$ cat src/rtl/flash_cmd_pkg.sv
package flash_cmd_pkg;
  localparam logic [31:0] KEY_FIRST  = 32'h4567_0123;
  localparam logic [31:0] KEY_SECOND = 32'hCDEF_89AB;

  localparam int CB_PG    = 0;
  localparam int CB_SER   = 1;
  localparam int CB_MER   = 2;
  localparam int CB_SNB_LO = 3;
  localparam int CB_PSZ_LO = 8;
  localparam int CB_START = 16;
  localparam int CB_LOCK  = 31;

  localparam int SB_BUSY = 16;
  localparam int NUM_ERR = 5;

  typedef enum logic [1:0] {
    ACMD_NONE  = 2'd0,
    ACMD_SECT  = 2'd1,
    ACMD_MASS  = 2'd2,
    ACMD_PROG  = 2'd3
  } arr_cmd_e;

  typedef enum logic [1:0] {
    LK_SHUT   = 2'd0,
    LK_HALF   = 2'd1,
    LK_OPEN   = 2'd2,
    LK_JAMMED = 2'd3
  } lock_st_e;

  function automatic int err_bit_pos(int idx);
    case (idx)
      0: return 7;
      1: return 6;
      2: return 5;
      3: return 4;
      default: return 1;
    endcase
  endfunction
endpackage

$ cat src/rtl/fc_key_lock.sv
module fc_key_lock
  import flash_cmd_pkg::*;
(
  input  logic        clk,
  input  logic        rst,
  input  logic        key_wr,
  input  logic [31:0] key_val,
  input  logic        relock,
  output logic        unlocked,
  output logic        bad_key
);
  lock_st_e st;

  assign unlocked = (st == LK_OPEN);

  always_comb begin
    bad_key = 1'b0;
    if (key_wr) begin
      if (st == LK_SHUT && key_val != KEY_FIRST) bad_key = 1'b1;
      if (st == LK_HALF && key_val != KEY_SECOND) bad_key = 1'b1;
    end
  end

  always_ff @(posedge clk) begin
    if (rst) begin
      st <= LK_SHUT;
    end else begin
      case (st)
        LK_SHUT:   if (key_wr) st <= (key_val == KEY_FIRST) ? LK_HALF : LK_JAMMED;
        LK_HALF:   if (key_wr) st <= (key_val == KEY_SECOND) ? LK_OPEN : LK_JAMMED;
        LK_OPEN:   if (relock) st <= LK_SHUT;
        default:   st <= LK_JAMMED;
      endcase
    end
  end

  assert_open_after_key2_R2: assert property (@(posedge clk) disable iff (rst)
    $rose(unlocked) |-> $past(key_wr && key_val == KEY_SECOND));

  assert_relock_now_R3: assert property (@(posedge clk) disable iff (rst)
    (unlocked && relock) |=> !unlocked);

  assert_bad_key_blocks_R4: assert property (@(posedge clk) disable iff (rst)
    bad_key |=> !unlocked);
endmodule

$ cat src/rtl/fc_sector_map.sv
module fc_sector_map #(
  parameter int OFF_W       = 20,
  parameter int SECT_W      = 4,
  parameter int SMALL_BYTES = 16384,
  parameter int SMALL_CNT   = 4,
  parameter int MID_BYTES   = 65536,
  parameter int BIG_BYTES   = 131072
) (
  input  logic [OFF_W-1:0]  offset,
  output logic [SECT_W-1:0] sector
);
  localparam int SMALL_SH  = $clog2(SMALL_BYTES);
  localparam int BIG_SH    = $clog2(BIG_BYTES);
  localparam int SMALL_END = SMALL_BYTES * SMALL_CNT;
  localparam int MID_END   = SMALL_END + MID_BYTES;

  logic [31:0] off32;
  logic [31:0] rel;
  logic [31:0] small_idx;
  logic [31:0] big_idx;

  always_comb begin
    off32     = 32'(offset);
    rel       = off32 - 32'(MID_END);
    small_idx = off32 >> SMALL_SH;
    big_idx   = 32'(SMALL_CNT + 1) + (rel >> BIG_SH);
    if (off32 < 32'(SMALL_END))    sector = SECT_W'(small_idx);
    else if (off32 < 32'(MID_END)) sector = SECT_W'(SMALL_CNT);
    else                           sector = SECT_W'(big_idx);
  end
endmodule

$ cat src/rtl/fc_op_seq.sv
module fc_op_seq
  import flash_cmd_pkg::*;
#(
  parameter int OFF_W       = 20,
  parameter int SECT_W      = 4,
  parameter int NSECT       = 12,
  parameter int DW          = 64,
  parameter int SMALL_BYTES = 16384,
  parameter int SMALL_CNT   = 4,
  parameter int MID_BYTES   = 65536,
  parameter int BIG_BYTES   = 131072
) (
  input  logic              clk,
  input  logic              rst,
  input  logic              unlocked,
  input  logic              ctrl_wr,
  input  logic              new_ser,
  input  logic              new_mer,
  input  logic [SECT_W-1:0] new_snb,
  input  logic              new_start,
  input  logic              prog_wr,
  input  logic [OFF_W-1:0]  prog_off,
  input  logic [1:0]        prog_size,
  input  logic [DW-1:0]     prog_data,
  input  logic              cur_pg,
  input  logic [1:0]        cur_psize,
  input  logic [NSECT-1:0]  wp,
  input  logic              arr_done,
  output logic              busy,
  output logic              arr_req,
  output arr_cmd_e          arr_cmd,
  output logic [SECT_W-1:0] arr_sector,
  output logic [OFF_W-1:0]  arr_addr,
  output logic [DW-1:0]     arr_data,
  output logic [1:0]        arr_psize,
  output logic              set_seq,
  output logic              set_par,
  output logic              set_aln,
  output logic              set_wrp
);
  localparam int SPAN = 1 << SECT_W;

  logic [SPAN-1:0]   wp_ext;
  logic [SECT_W-1:0] prog_sec;
  logic [OFF_W-1:0]  amask;
  logic              erase_try;
  logic              go_erase;
  logic              go_prog;
  logic              bad_width;
  logic              bad_align;
  logic              prot_prog;

  assign wp_ext = SPAN'(wp);

  fc_sector_map #(
    .OFF_W(OFF_W), .SECT_W(SECT_W), .SMALL_BYTES(SMALL_BYTES),
    .SMALL_CNT(SMALL_CNT), .MID_BYTES(MID_BYTES), .BIG_BYTES(BIG_BYTES)
  ) u_map (
    .offset(prog_off),
    .sector(prog_sec)
  );

  always_comb begin
    amask     = OFF_W'((32'd1 << cur_psize) - 32'd1);
    bad_width = (prog_size != cur_psize);
    bad_align = ((prog_off & amask) != '0);
    prot_prog = wp_ext[prog_sec];
    erase_try = ctrl_wr && unlocked && new_start && (new_ser || new_mer);
    set_seq   = 1'b0;
    set_par   = 1'b0;
    set_aln   = 1'b0;
    set_wrp   = 1'b0;
    go_erase  = 1'b0;
    go_prog   = 1'b0;
    if (erase_try) begin
      if (busy || (new_ser && new_mer) || (new_ser && 32'(new_snb) >= NSECT))
        set_seq = 1'b1;
      else if ((new_ser && wp_ext[new_snb]) || (new_mer && (|wp)))
        set_wrp = 1'b1;
      else
        go_erase = 1'b1;
    end
    if (prog_wr) begin
      if (!unlocked || !cur_pg || busy) begin
        set_seq = 1'b1;
      end else begin
        set_par = bad_width;
        set_aln = bad_align;
        if (prot_prog) set_wrp = 1'b1;
        go_prog = !(bad_width || bad_align || prot_prog);
      end
    end
  end

  always_ff @(posedge clk) begin
    if (rst) begin
      busy       <= 1'b0;
      arr_req    <= 1'b0;
      arr_cmd    <= ACMD_NONE;
      arr_sector <= '0;
      arr_addr   <= '0;
      arr_data   <= '0;
      arr_psize  <= '0;
    end else begin
      arr_req <= 1'b0;
      if (go_erase) begin
        busy       <= 1'b1;
        arr_req    <= 1'b1;
        arr_cmd    <= new_mer ? ACMD_MASS : ACMD_SECT;
        arr_sector <= new_mer ? '0 : new_snb;
        arr_addr   <= '0;
      end else if (go_prog) begin
        busy       <= 1'b1;
        arr_req    <= 1'b1;
        arr_cmd    <= ACMD_PROG;
        arr_sector <= prog_sec;
        arr_addr   <= prog_off;
        arr_data   <= prog_data;
        arr_psize  <= cur_psize;
      end else if (busy && arr_done) begin
        busy <= 1'b0;
      end
    end
  end

  assert_req_single_R5: assert property (@(posedge clk) disable iff (rst)
    arr_req |=> !arr_req);

  assert_busy_until_done_R7: assert property (@(posedge clk) disable iff (rst)
    (busy && !arr_done) |=> busy);

  assert_req_needs_unlock_R8: assert property (@(posedge clk) disable iff (rst)
    arr_req |-> $past(unlocked));

  assert_no_start_while_busy_R12: assert property (@(posedge clk) disable iff (rst)
    arr_req |-> !$past(busy));

  assert_no_req_on_error_R9: assert property (@(posedge clk) disable iff (rst)
    (set_par || set_aln || set_wrp) |=> !arr_req);
endmodule

$ cat src/rtl/flash_cmd_ctrl.sv
module flash_cmd_ctrl
  import flash_cmd_pkg::*;
#(
  parameter int SMALL_BYTES = 16384,
  parameter int SMALL_CNT   = 4,
  parameter int MID_BYTES   = 65536,
  parameter int BIG_BYTES   = 131072,
  parameter int BIG_CNT     = 7,
  parameter int DW          = 64,
  parameter int NSECT       = SMALL_CNT + 1 + BIG_CNT,
  parameter int SECT_W      = 4,
  parameter int ARR_OFF_W   = $clog2(SMALL_BYTES*SMALL_CNT + MID_BYTES + BIG_BYTES*BIG_CNT),
  parameter int ADDR_W      = ARR_OFF_W + 1
) (
  input  logic              clk,
  input  logic              rst,
  input  logic              bus_sel,
  input  logic              bus_we,
  input  logic [ADDR_W-1:0] bus_addr,
  input  logic [1:0]        bus_size,
  input  logic [DW-1:0]     bus_wdata,
  output logic [31:0]       bus_rdata,
  input  logic [NSECT-1:0]  wp_sector,
  output logic              arr_req,
  output logic [1:0]        arr_cmd,
  output logic [SECT_W-1:0] arr_sector,
  output logic [ARR_OFF_W-1:0] arr_addr,
  output logic [DW-1:0]     arr_data,
  output logic [1:0]        arr_psize,
  input  logic              arr_done
);
  localparam logic [1:0] RI_KEY  = 2'd0;
  localparam logic [1:0] RI_CTRL = 2'd1;
  localparam logic [1:0] RI_STAT = 2'd2;

  logic       in_window;
  logic [1:0] reg_idx;
  logic       key_wr, ctrl_wr, stat_wr, arr_wr, rd_en;
  logic       unlocked, bad_key, busy, ctrl_take, relock;
  logic       set_seq, set_par, set_aln, set_wrp;
  logic [NUM_ERR-1:0] err_set;
  logic [NUM_ERR-1:0] err_q;
  arr_cmd_e   cmd_enum;

  logic              c_pg, c_ser, c_mer;
  logic [SECT_W-1:0] c_snb;
  logic [1:0]        c_psize;

  assign in_window = bus_addr[ADDR_W-1];
  assign reg_idx   = bus_addr[3:2];
  assign key_wr    = bus_sel && bus_we && !in_window && reg_idx == RI_KEY;
  assign ctrl_wr   = bus_sel && bus_we && !in_window && reg_idx == RI_CTRL;
  assign stat_wr   = bus_sel && bus_we && !in_window && reg_idx == RI_STAT;
  assign arr_wr    = bus_sel && bus_we && in_window;
  assign rd_en     = bus_sel && !bus_we;
  assign ctrl_take = ctrl_wr && unlocked && !busy;
  assign relock    = ctrl_take && bus_wdata[CB_LOCK];

  fc_key_lock u_lock (
    .clk(clk), .rst(rst),
    .key_wr(key_wr), .key_val(bus_wdata[31:0]), .relock(relock),
    .unlocked(unlocked), .bad_key(bad_key)
  );

  fc_op_seq #(
    .OFF_W(ARR_OFF_W), .SECT_W(SECT_W), .NSECT(NSECT), .DW(DW),
    .SMALL_BYTES(SMALL_BYTES), .SMALL_CNT(SMALL_CNT),
    .MID_BYTES(MID_BYTES), .BIG_BYTES(BIG_BYTES)
  ) u_seq (
    .clk(clk), .rst(rst), .unlocked(unlocked),
    .ctrl_wr(ctrl_wr),
    .new_ser(bus_wdata[CB_SER]), .new_mer(bus_wdata[CB_MER]),
    .new_snb(bus_wdata[CB_SNB_LO +: SECT_W]), .new_start(bus_wdata[CB_START]),
    .prog_wr(arr_wr), .prog_off(bus_addr[ARR_OFF_W-1:0]),
    .prog_size(bus_size), .prog_data(bus_wdata),
    .cur_pg(c_pg), .cur_psize(c_psize),
    .wp(wp_sector), .arr_done(arr_done),
    .busy(busy), .arr_req(arr_req), .arr_cmd(cmd_enum),
    .arr_sector(arr_sector), .arr_addr(arr_addr), .arr_data(arr_data),
    .arr_psize(arr_psize),
    .set_seq(set_seq), .set_par(set_par), .set_aln(set_aln), .set_wrp(set_wrp)
  );

  assign arr_cmd = cmd_enum;
  assign err_set = {bad_key, set_wrp, set_aln, set_par, set_seq};

  always_ff @(posedge clk) begin
    if (rst) begin
      c_pg    <= 1'b0;
      c_ser   <= 1'b0;
      c_mer   <= 1'b0;
      c_snb   <= '0;
      c_psize <= '0;
    end else if (ctrl_take) begin
      c_pg    <= bus_wdata[CB_PG];
      c_ser   <= bus_wdata[CB_SER];
      c_mer   <= bus_wdata[CB_MER];
      c_snb   <= bus_wdata[CB_SNB_LO +: SECT_W];
      c_psize <= bus_wdata[CB_PSZ_LO +: 2];
    end
  end

  for (genvar g = 0; g < NUM_ERR; g++) begin : g_err
    localparam int POS = err_bit_pos(g);
    always_ff @(posedge clk) begin
      if (rst)                              err_q[g] <= 1'b0;
      else if (err_set[g])                  err_q[g] <= 1'b1;
      else if (stat_wr && bus_wdata[POS])   err_q[g] <= 1'b0;
    end
  end

  logic [31:0] ctrl_view, stat_view;
  always_comb begin
    ctrl_view = '0;
    ctrl_view[CB_LOCK]             = !unlocked;
    ctrl_view[CB_PSZ_LO +: 2]      = c_psize;
    ctrl_view[CB_SNB_LO +: SECT_W] = c_snb;
    ctrl_view[CB_MER]              = c_mer;
    ctrl_view[CB_SER]              = c_ser;
    ctrl_view[CB_PG]               = c_pg;
    stat_view = '0;
    stat_view[SB_BUSY] = busy;
    for (int i = 0; i < NUM_ERR; i++) stat_view[err_bit_pos(i)] = err_q[i];
  end

  always_ff @(posedge clk) begin
    if (rst) begin
      bus_rdata <= '0;
    end else if (rd_en) begin
      case (reg_idx)
        RI_CTRL: bus_rdata <= ctrl_view;
        RI_STAT: bus_rdata <= stat_view;
        default: bus_rdata <= '0;
      endcase
    end
  end

  assert_w1c_seq_R11: assert property (@(posedge clk) disable iff (rst)
    (stat_wr && bus_wdata[7] && !set_seq) |=> !err_q[0]);

  assert_err_sticky_R11: assert property (@(posedge clk) disable iff (rst)
    (err_q[0] && !stat_wr) |=> err_q[0]);

  assert_locked_ctrl_frozen_R2: assert property (@(posedge clk) disable iff (rst)
    (ctrl_wr && !unlocked) |=> $stable(c_pg) && $stable(c_psize));
endmodule

$ cat config.mk
export PLATFORM = sky130hd
export DESIGN_NAME = flash_cmd_ctrl
export DESIGN_NICKNAME = d
export VERILOG_FILES = /design/src/rtl/flash_cmd_pkg.sv /design/src/rtl/fc_key_lock.sv /design/src/rtl/fc_sector_map.sv /design/src/rtl/fc_op_seq.sv /design/src/rtl/flash_cmd_ctrl.sv
export SDC_FILE = /design/constraint.sdc
export NUM_CORES = 1
export LEC_CHECK = 0
export ABC_CLOCK_PERIOD_IN_PS = 6800
export BUFFER_PORTS_ARGS = -buffer_cell sky130_fd_sc_hd__buf_4
export CAP_MARGIN = 10
export CORE_MARGIN = 4
export CORE_UTILIZATION = 52
export CTS_BUF_LIST = sky130_fd_sc_hd__clkbuf_4 sky130_fd_sc_hd__clkbuf_8 sky130_fd_sc_hd__clkbuf_16
export CTS_CLUSTER_SIZE = 24
export DETAILED_ROUTE_END_ITERATION = 12
export PLACE_DENSITY_LB_ADDON = 0.25
export SLEW_MARGIN = 25
export SYNTH_ARGS = -nofsm -noshare
export SYNTH_HDL_FRONTEND = slang
export SYNTH_SLANG_ARGS = --single-unit
export TNS_END_PERCENT = 10
$ cat constraint.sdc
create_clock -name clk -period 6.8 [get_ports clk]
set_clock_uncertainty 0.2 [all_clocks]
set_input_delay 1.7 -clock clk [delete_from_list [all_inputs] [get_ports clk]]
set_output_delay 1.7 -clock clk [all_outputs]
set_load 0.01 [all_outputs]
==> results of run 1 <==
[stage by stage]
step	utilization	power [mW]	setup slack, ns	area, sq um	instances
finish	0.726	1.68	2.26	7490	903
global placement	0.670	0.862	1.83	6910	874
global route	0.726	1.74	2.09	7490	903
detailed placement	0.670	0.864	1.73	6920	874
floorplan	-	0.802	2.20	5580	581
CTS	0.723	1.69	2.26	7470	902
[worst max-delay path by stage]
| stage | to | slack (ns) | depth (start not counted) |
|---|---|---|---|
| after CTS | u_seq.arr_data[9]$_SDFFE_PP0P_ | 2.26 | 12 |
| after global routing | u_seq.arr_data[9]$_SDFFE_PP0P_ | 2.09 | 12 |
| after floorplan | u_seq.arr_addr[0]$_SDFFE_PP0P_ | 2.20 | 13 |
| final | u_seq.arr_data[62]$_SDFFE_PP0P_ | 2.26 | 12 |
| after global placement | u_seq.arr_sector[0]$_SDFFE_PP0P_ | 1.83 | 12 |
| after detailed placement | u_seq.arr_data[9]$_SDFFE_PP0P_ | 1.73 | 12 |
[registers in the layout (all words and copies together) (netlist names)]
register	cells
u_seq.arr_data	64
u_seq.arr_addr	20
bus_rdata	12
err_q	5
c_snb	4
u_seq.arr_sector	4
c_psize	2
u_lock.st	2
u_seq.arr_cmd	2
u_seq.arr_psize	2
c_mer	1
c_pg	1
c_ser	1
u_seq.arr_req	1
u_seq.busy	1
[cell usage in the layout (no fill, tap or decap), drive strengths merged, types with 2 or more instances in the layout]
| cell type | Yosys | layout |
|---|---|---|
| a222oi | 5 | 5 |
| a2111oi | 2 | 2 |
| xnor2 | 2 | 2 |
| inv | 14 | 14 |
| nand2 | 20 | 20 |
| clkinvlp | 0 | 3 |
| dfxtp | 122 | 122 |
| clkbuf | 16 | 22 |
| o21ai | 5 | 5 |
| ha | 7 | 7 |
| a22oi | 6 | 6 |
| mux2i | 107 | 107 |
| and3b | 2 | 2 |
| o2bb2ai | 4 | 4 |
| o211ai | 2 | 2 |
| a21oi | 15 | 15 |
| nor4b | 2 | 2 |
| or3 | 4 | 4 |
| nand2b | 9 | 9 |
| nand4 | 4 | 4 |
| and2 | 5 | 5 |
| mux4 | 3 | 3 |
| nor4 | 8 | 8 |
| clkinv | 0 | 2 |
| nor3 | 3 | 3 |
| a211oi | 3 | 3 |
| a221oi | 2 | 2 |
| nor2b | 5 | 5 |
| conb | 1 | 20 |
| and3 | 4 | 4 |
| nand3 | 6 | 6 |
| buf | 38 | 212 |
| nor2 | 116 | 116 |
| nor3b | 2 | 2 |
| or2 | 4 | 4 |
[worst register-to-register path, stage by stage (launching register included)]
cell and delay, ns:
dfxtp_1 0.61, and2_1 0.23, inv_1 0.05, ha_1 0.27, inv_1 0.04, a222oi_1 0.20
nand3_1 0.20, or3_1 0.45, a2111oi_4 0.37, buf_12 0.44, mux2i_1 0.33, nor2_1 0.06
[per-layer routing]
metal	part of all wire	vias up	global-route usage
met5	0	-	0
met1	0.41	2261	0.295
li1	-	2301	-
met4	0.030	0	0.105
met3	0.077	33	0.0693
met2	0.49	208	0.421
[power by group through the flow]
stage,logic (mW),clock network (mW),registers (mW)
3_3_place_gp,0.130,0,0.732
3_5_place_dp,0.132,0,0.732
6_report,0.135,0.825,0.717
4_1_cts,0.132,0.837,0.717
2_1_floorplan,0.0706,0,0.732
5_1_grt,0.146,0.874,0.716
[final cells by class]
| cell class | instances | area [sq um] |
|---|---|---|
| clock buffers | 22 | 483 |
| flip-flops and latches | 122 | 2440 |
| repair buffers | 212 | 1620 |
| clock inverters | 6 | 66.3 |
| inverters | 14 | 52.6 |
| well taps | 136 | 170 |
| fillers | 779 | 2830 |
| multi-input cells | 391 | 2660 |
[logic make-up (layout without fill, tap and decap cells)]
kind of cell / after synthesis / in the layout
simple gates: 198 / 198
flops: 122 / 122
other cells: 1 / 20
compound gates: 53 / 53
xor+xnor: 3 / 3
fa+ha+maj: 7 / 7
mux: 110 / 110
buf+inv: 68 / 254
==> impl_metrics.env, run 1 <==
export IMPL_powerDensity_nw_per_um2=224
export IMPL_rsz0062_at_grt="false"
export IMPL_h_tree_depth=4
export IMPL_pin_count=229
export IMPL_seq_area_frac_synth=0.443
export IMPL_grt_max_degree=103
export IMPL_cap_violations=0
export IMPL_synthMuxAreaShare=0.207
export IMPL_crit_path_start="bus_addr[17]"
export IMPL_yosysMostFrequentCell="dfxtp_1"
export IMPL_tightest_slew_ns=0.666
export IMPL_post_cts_resized=0
export IMPL_hold_class="reg -> reg"
export IMPL_synth_adder_area_share=0.0159
export IMPL_startpoint_type="input pin"
export IMPL_dr_pass1_iters=5
export IMPL_postCtsSetupRepairBufs=0
export IMPL_outcome="finished clean"
export IMPL_synthTopCellsByCount="dfxtp_1, nor2_1, mux2i_1"
export IMPL_synth_seq_cells=122
export IMPL_routabilityCongestion=0.865
export IMPL_path_buf_inv=3
export IMPL_post_route_period_util=0.667
export IMPL_fp_dieH_microns=111
export IMPL_netSwitchingFraction=0.223
export IMPL_synth_top_area_share=0.443
export IMPL_synthCells=562
export IMPL_synth_edf_count=0
export IMPL_min_delay_start="bus_rdata[16]$_SDFFE_PP0P_"
export IMPL_timing_rr_start="c_psize[0]$_SDFFE_PP0P_"
export IMPL_p_leak_nw=3.15
export IMPL_cp_end_kind="flip-flop"
export IMPL_p_switching_mw=0.374
export IMPL_start_util=0.534
export IMPL_ir_drop_v=0.000158
export IMPL_synth_ff_type="dfxtp_1"
export IMPL_internal_power_mw=1.30
export IMPL_post_dp_hpwl_mm=11.6
export IMPL_cp_data_required_time_ns=6.98
export IMPL_cp_common_cell="ha_1"
export IMPL_antenna_cells=0
export IMPL_drcViolationCount=0
export IMPL_yosysTopAreaCell="dfxtp_1"
export IMPL_grt_pass1_wl_mm=24.9
export IMPL_synth_area_leaders="dfxtp_1, mux2i_1, nor2_1"
export IMPL_worst_r2r_endpoint="u_seq.arr_data[62]$_SDFFE_PP0P_"
export IMPL_cts_buffers=17
export IMPL_syn_to_final_growth_pct=36.0
export IMPL_finalMaxSlewViolations=0
export IMPL_finalHoldWorstSlack_ns=0.261
export IMPL_antenna_left=0
export IMPL_routed_wl_mm=15.7
export IMPL_first_iter_violations=297
export IMPL_clockBufferDepth=2
export IMPL_seqPwrFrac=0.427
export IMPL_hold_buffers=0
export IMPL_clk_pin_slew_worst_paths_ns=0.05
export IMPL_vias=4803
export IMPL_critPathMaxStageDelay_ns=0.44
export IMPL_nets=869
export IMPL_wl_per_cell_microns=17.4
export IMPL_synth_simple_area_share=0.165
export IMPL_ys_async_sr_fraction=0
export IMPL_die_w_microns=111
export IMPL_crit_family="compound AO/OA/AOI/OAI gates"
export IMPL_overflow=0
export IMPL_crit_chain="buf_4 -> inv_1 -> ha_1 -> ha_1 -> xor2_1 -> o22ai_2 -> a221oi_1 -> a211oi_1 -> a2111oi_4 -> buf_12 -> mux2i_1 -> nor2_1"
export IMPL_critPathMaxFanout=72
export IMPL_synth_compound_area_frac=0.0749
export IMPL_min_to="bus_rdata[16]$_SDFFE_PP0P_"
export IMPL_clkPwrFrac=0.492
export IMPL_setup_viol=0
export IMPL_ys_types=57
export IMPL_cts_sinks=122
export IMPL_antenna_found_initial=0
export IMPL_slowest_stage="buf_12"
export IMPL_layout_drive_gt1_share=0.330
export IMPL_cts_root_buf="clkbuf_8"
export IMPL_grt_usage=0.248
export IMPL_postSynthAreaPerCell_sq_um=9.81
export IMPL_rows=37
export IMPL_fin_crit_ns=4.54
export IMPL_cts_tree="yes"
export IMPL_insertion_delay_ns=0.51
export IMPL_rr_worst_depth=11
export IMPL_yosys_warnings=0
export IMPL_slew_headroom=0.555
export IMPL_finalSetupTns_ns=0
export IMPL_die_area_sq_um=12300
export IMPL_power_share_combinational=0.081
export IMPL_path_class="in -> reg"
export IMPL_core_area_sq_um=10300
export IMPL_crit_arrival_ns=4.72
export IMPL_synth_xor_area_share=0.00477
export IMPL_vias_per_cell=5.32
export IMPL_hold_violations=0
export IMPL_synth_cell_area_sq_um=5510
export IMPL_fmax_mhz=220
export IMPL_r2r_slack_ns=3.22
export IMPL_synth_top_family_by_area="multiplexers"
export IMPL_grt_pass1_vias=4849
export IMPL_holdPathStages=2
export IMPL_io_buffers=208
Note: power is estimated with default switching activity, not from simulation.
==> run 2, diff against run 1 <==
--- a/config.mk
+++ b/config.mk
@@ -5,11 +5,11 @@
 export SDC_FILE = /design/constraint.sdc
 export NUM_CORES = 1
 export LEC_CHECK = 0
-export ABC_CLOCK_PERIOD_IN_PS = 6800
+export ABC_CLOCK_PERIOD_IN_PS = 4600
 export BUFFER_PORTS_ARGS = -buffer_cell sky130_fd_sc_hd__buf_4
 export CAP_MARGIN = 10
 export CORE_MARGIN = 4
-export CORE_UTILIZATION = 52
+export CORE_UTILIZATION = 48
 export CTS_BUF_LIST = sky130_fd_sc_hd__clkbuf_4 sky130_fd_sc_hd__clkbuf_8 sky130_fd_sc_hd__clkbuf_16
 export CTS_CLUSTER_SIZE = 24
 export DETAILED_ROUTE_END_ITERATION = 12
==> constraint.sdc (replaced) <==
create_clock -name clk -period 4.6 [get_ports clk]
set_clock_uncertainty 0.2 [all_clocks]
set_input_delay 1.15 -clock clk [delete_from_list [all_inputs] [get_ports clk]]
set_output_delay 1.15 -clock clk [all_outputs]
set_load 0.01 [all_outputs]
==> run 2 against run 1 <==
Via count is essentially flat. Worst setup slack lost 1.8 ns. Clock-buffer cell count did not move. Final area is 1.0% higher. Combinational power increased by 44%. Die area is 7.7% higher. Critical path type unchanged. Global-route usage shrank 2.4 points. Cell count rose by 1.4%. Clock power grew 59%. Flip-flop and latch count did not move. Total power rose by 53%. Largest cell class unchanged.
==> impl_metrics.env, run 2 (synthesized netlist as in run 1, its figures left out) <==
export IMPL_clockBufferDepth=2
export IMPL_first_iter_violations=324
export IMPL_layout_common_cells="buf_4, dfxtp_1, nor2_1"
export IMPL_antenna_found_initial=0
export IMPL_finalSetupTns_ns=0
export IMPL_timing_rr_start="c_psize[0]$_SDFFE_PP0P_"
export IMPL_cp_data_required_time_ns=4.64
export IMPL_grt_pass1_vias=4784
export IMPL_r2r_slack_ns=1.07
export IMPL_antenna_left=0
export IMPL_cts_tree="yes"
export IMPL_nets=874
export IMPL_setup_viol=0
export IMPL_worst_r2r_endpoint="u_seq.arr_data[60]$_SDFFE_PP0P_"
export IMPL_postCtsSetupRepairBufs=0
export IMPL_routed_wl_mm=15.0
export IMPL_die_area_sq_um=13300
export IMPL_grt_usage=0.224
export IMPL_cp_end_kind="flip-flop"
export IMPL_rr_worst_depth=11
export IMPL_post_dp_hpwl_mm=11.4
export IMPL_ir_drop_v=0.000262
export IMPL_fmax_mhz=244
export IMPL_p_leak_nw=3.20
export IMPL_regMostFlops="u_seq.arr_data"
export IMPL_slew_headroom=0.313
export IMPL_largest_reg_flops=64
export IMPL_layout_commonest_cell="buf_4"
export IMPL_io_buffers=208
export IMPL_critPathMaxFanout=27
export IMPL_routabilityCongestion=0.862
export IMPL_outcome="finished clean"
export IMPL_post_cts_resized=0
export IMPL_fin_util=0.686
export IMPL_grt_max_degree=103
export IMPL_antenna_cells=0
export IMPL_stdcell_area_sq_um=7570
export IMPL_vias=4802
export IMPL_top_regs="u_seq.arr_data: 64 flops, u_seq.arr_addr: 20 flops, bus_rdata: 12 flops"
export IMPL_grt_pass1_wl_mm=23.6
export IMPL_cap_violations=0
export IMPL_layout_drive_gt1_share=0.336
export IMPL_finalPower_mw=2.56
export IMPL_dr_pass1_iters=5
export IMPL_powerDensity_nw_per_um2=338
export IMPL_crit_path_start="bus_addr[17]"
export IMPL_overflow=0
export IMPL_rsz0062_at_grt="false"
export IMPL_hold_violations=0
export IMPL_fp_dieH_microns=115
export IMPL_tightest_slew_ns=1.03
export IMPL_place_area_sq_um=6980
export IMPL_vias_per_cell=5.24
export IMPL_fin_crit_ns=4.10
export IMPL_path_class="in -> reg"
export IMPL_die_w_microns=115
export IMPL_h_tree_depth=4
export IMPL_post_route_period_util=0.891
export IMPL_startpoint_type="input pin"
export IMPL_syn_to_final_growth_pct=37.4
export IMPL_insertion_delay_ns=0.40
export IMPL_cts_root_buf="clkbuf_16"
export IMPL_start_util=0.500
export IMPL_crit_arrival_ns=4.14
export IMPL_wl_per_cell_microns=16.4
export IMPL_crit_end="u_seq.arr_data[60]$_SDFFE_PP0P_"
export IMPL_drcViolationCount=0
export IMPL_cts_buffers=17
export IMPL_pin_count=229
export IMPL_core_area_sq_um=11000
export IMPL_clk_pin_slew_worst_paths_ns=0.05
export IMPL_rows=38
export IMPL_hold_buffers=0
export IMPL_finalMaxSlewViolations=0
export IMPL_hold_class="reg -> reg"
export IMPL_min_delay_start="err_q[4]$_SDFFE_PP0P_"
export IMPL_cts_sinks=122
run 2: cell types whose count changed in the layout (fill, tap and decap cells not counted):
cell and change:
buf_4 +5, clkbuf_8 -4, clkbuf_4 +3, clkinv_4 +2, buf_12 +1, buf_16 -1, bufinv_16 +1, clkbuf_16 +1
clkinv_2 +1, nor2_1 +1, nor2_2 -1
run 2: worst min-delay path by stage:
stage	to	cells after the start	slack (ns)
3_5_place_dp	err_q[4]$_SDFFE_PP0P_	2	0.25
5_1_grt	err_q[4]$_SDFFE_PP0P_	2	0.28
4_1_cts	err_q[4]$_SDFFE_PP0P_	2	0.26
6_report	err_q[4]$_SDFFE_PP0P_	2	0.26
3_3_place_gp	u_lock.st[1]$_SDFFE_PP0P_	2	0.25
2_1_floorplan	err_q[2]$_SDFFE_PP0P_	2	0.24
run 2: cell type report:
cell class / count / area (sq um)
Multi-Input combinational cell: 391 / 2650
Inverter: 14 / 52.6
Clock buffer: 22 / 475
Fill cell: 910 / 3460
Tap cell: 140 / 175
Clock inverter: 10 / 119
Sequential cell: 122 / 2440
Timing Repair Buffer: 217 / 1650
run 2: where the power goes:
part	switching [mW]	internal (mW)	leakage [nW]	total [mW]
registers	0.000970	1.06	0.982	1.06
logic	0.103	0.0918	1.93	0.195
clock network	0.462	0.843	0.287	1.31
run 2: worst max-delay path, stage by stage:
cell	delay (ns)
buf_4	0.14
inv_1	0.06
ha_1	0.22
ha_1	0.36
xor2_1	0.35
o22ai_2	0.20
a221oi_1	0.27
a211oi_1	0.13
a2111oi_4	0.42
buf_12	0.27
buf_12	0.23
mux2i_1	0.24
nor2_1	0.07
run 2: routing by layer:
metal  track usage  part of all wire
met5             0                 0
met4        0.0767             0.018
met3        0.0684             0.095
met2         0.380              0.49
met1         0.271              0.40
run 2: stage by stage:
stage	cells	setup WS, ns	hold WS (ns)
final	916	0.500	0.263
after global routing	916	0.290	0.278
after CTS	916	0.512	0.261
after detailed placement	884	0.0858	0.254
after global placement	884	0.251	0.252
after floorplan	581	0.552	0.236
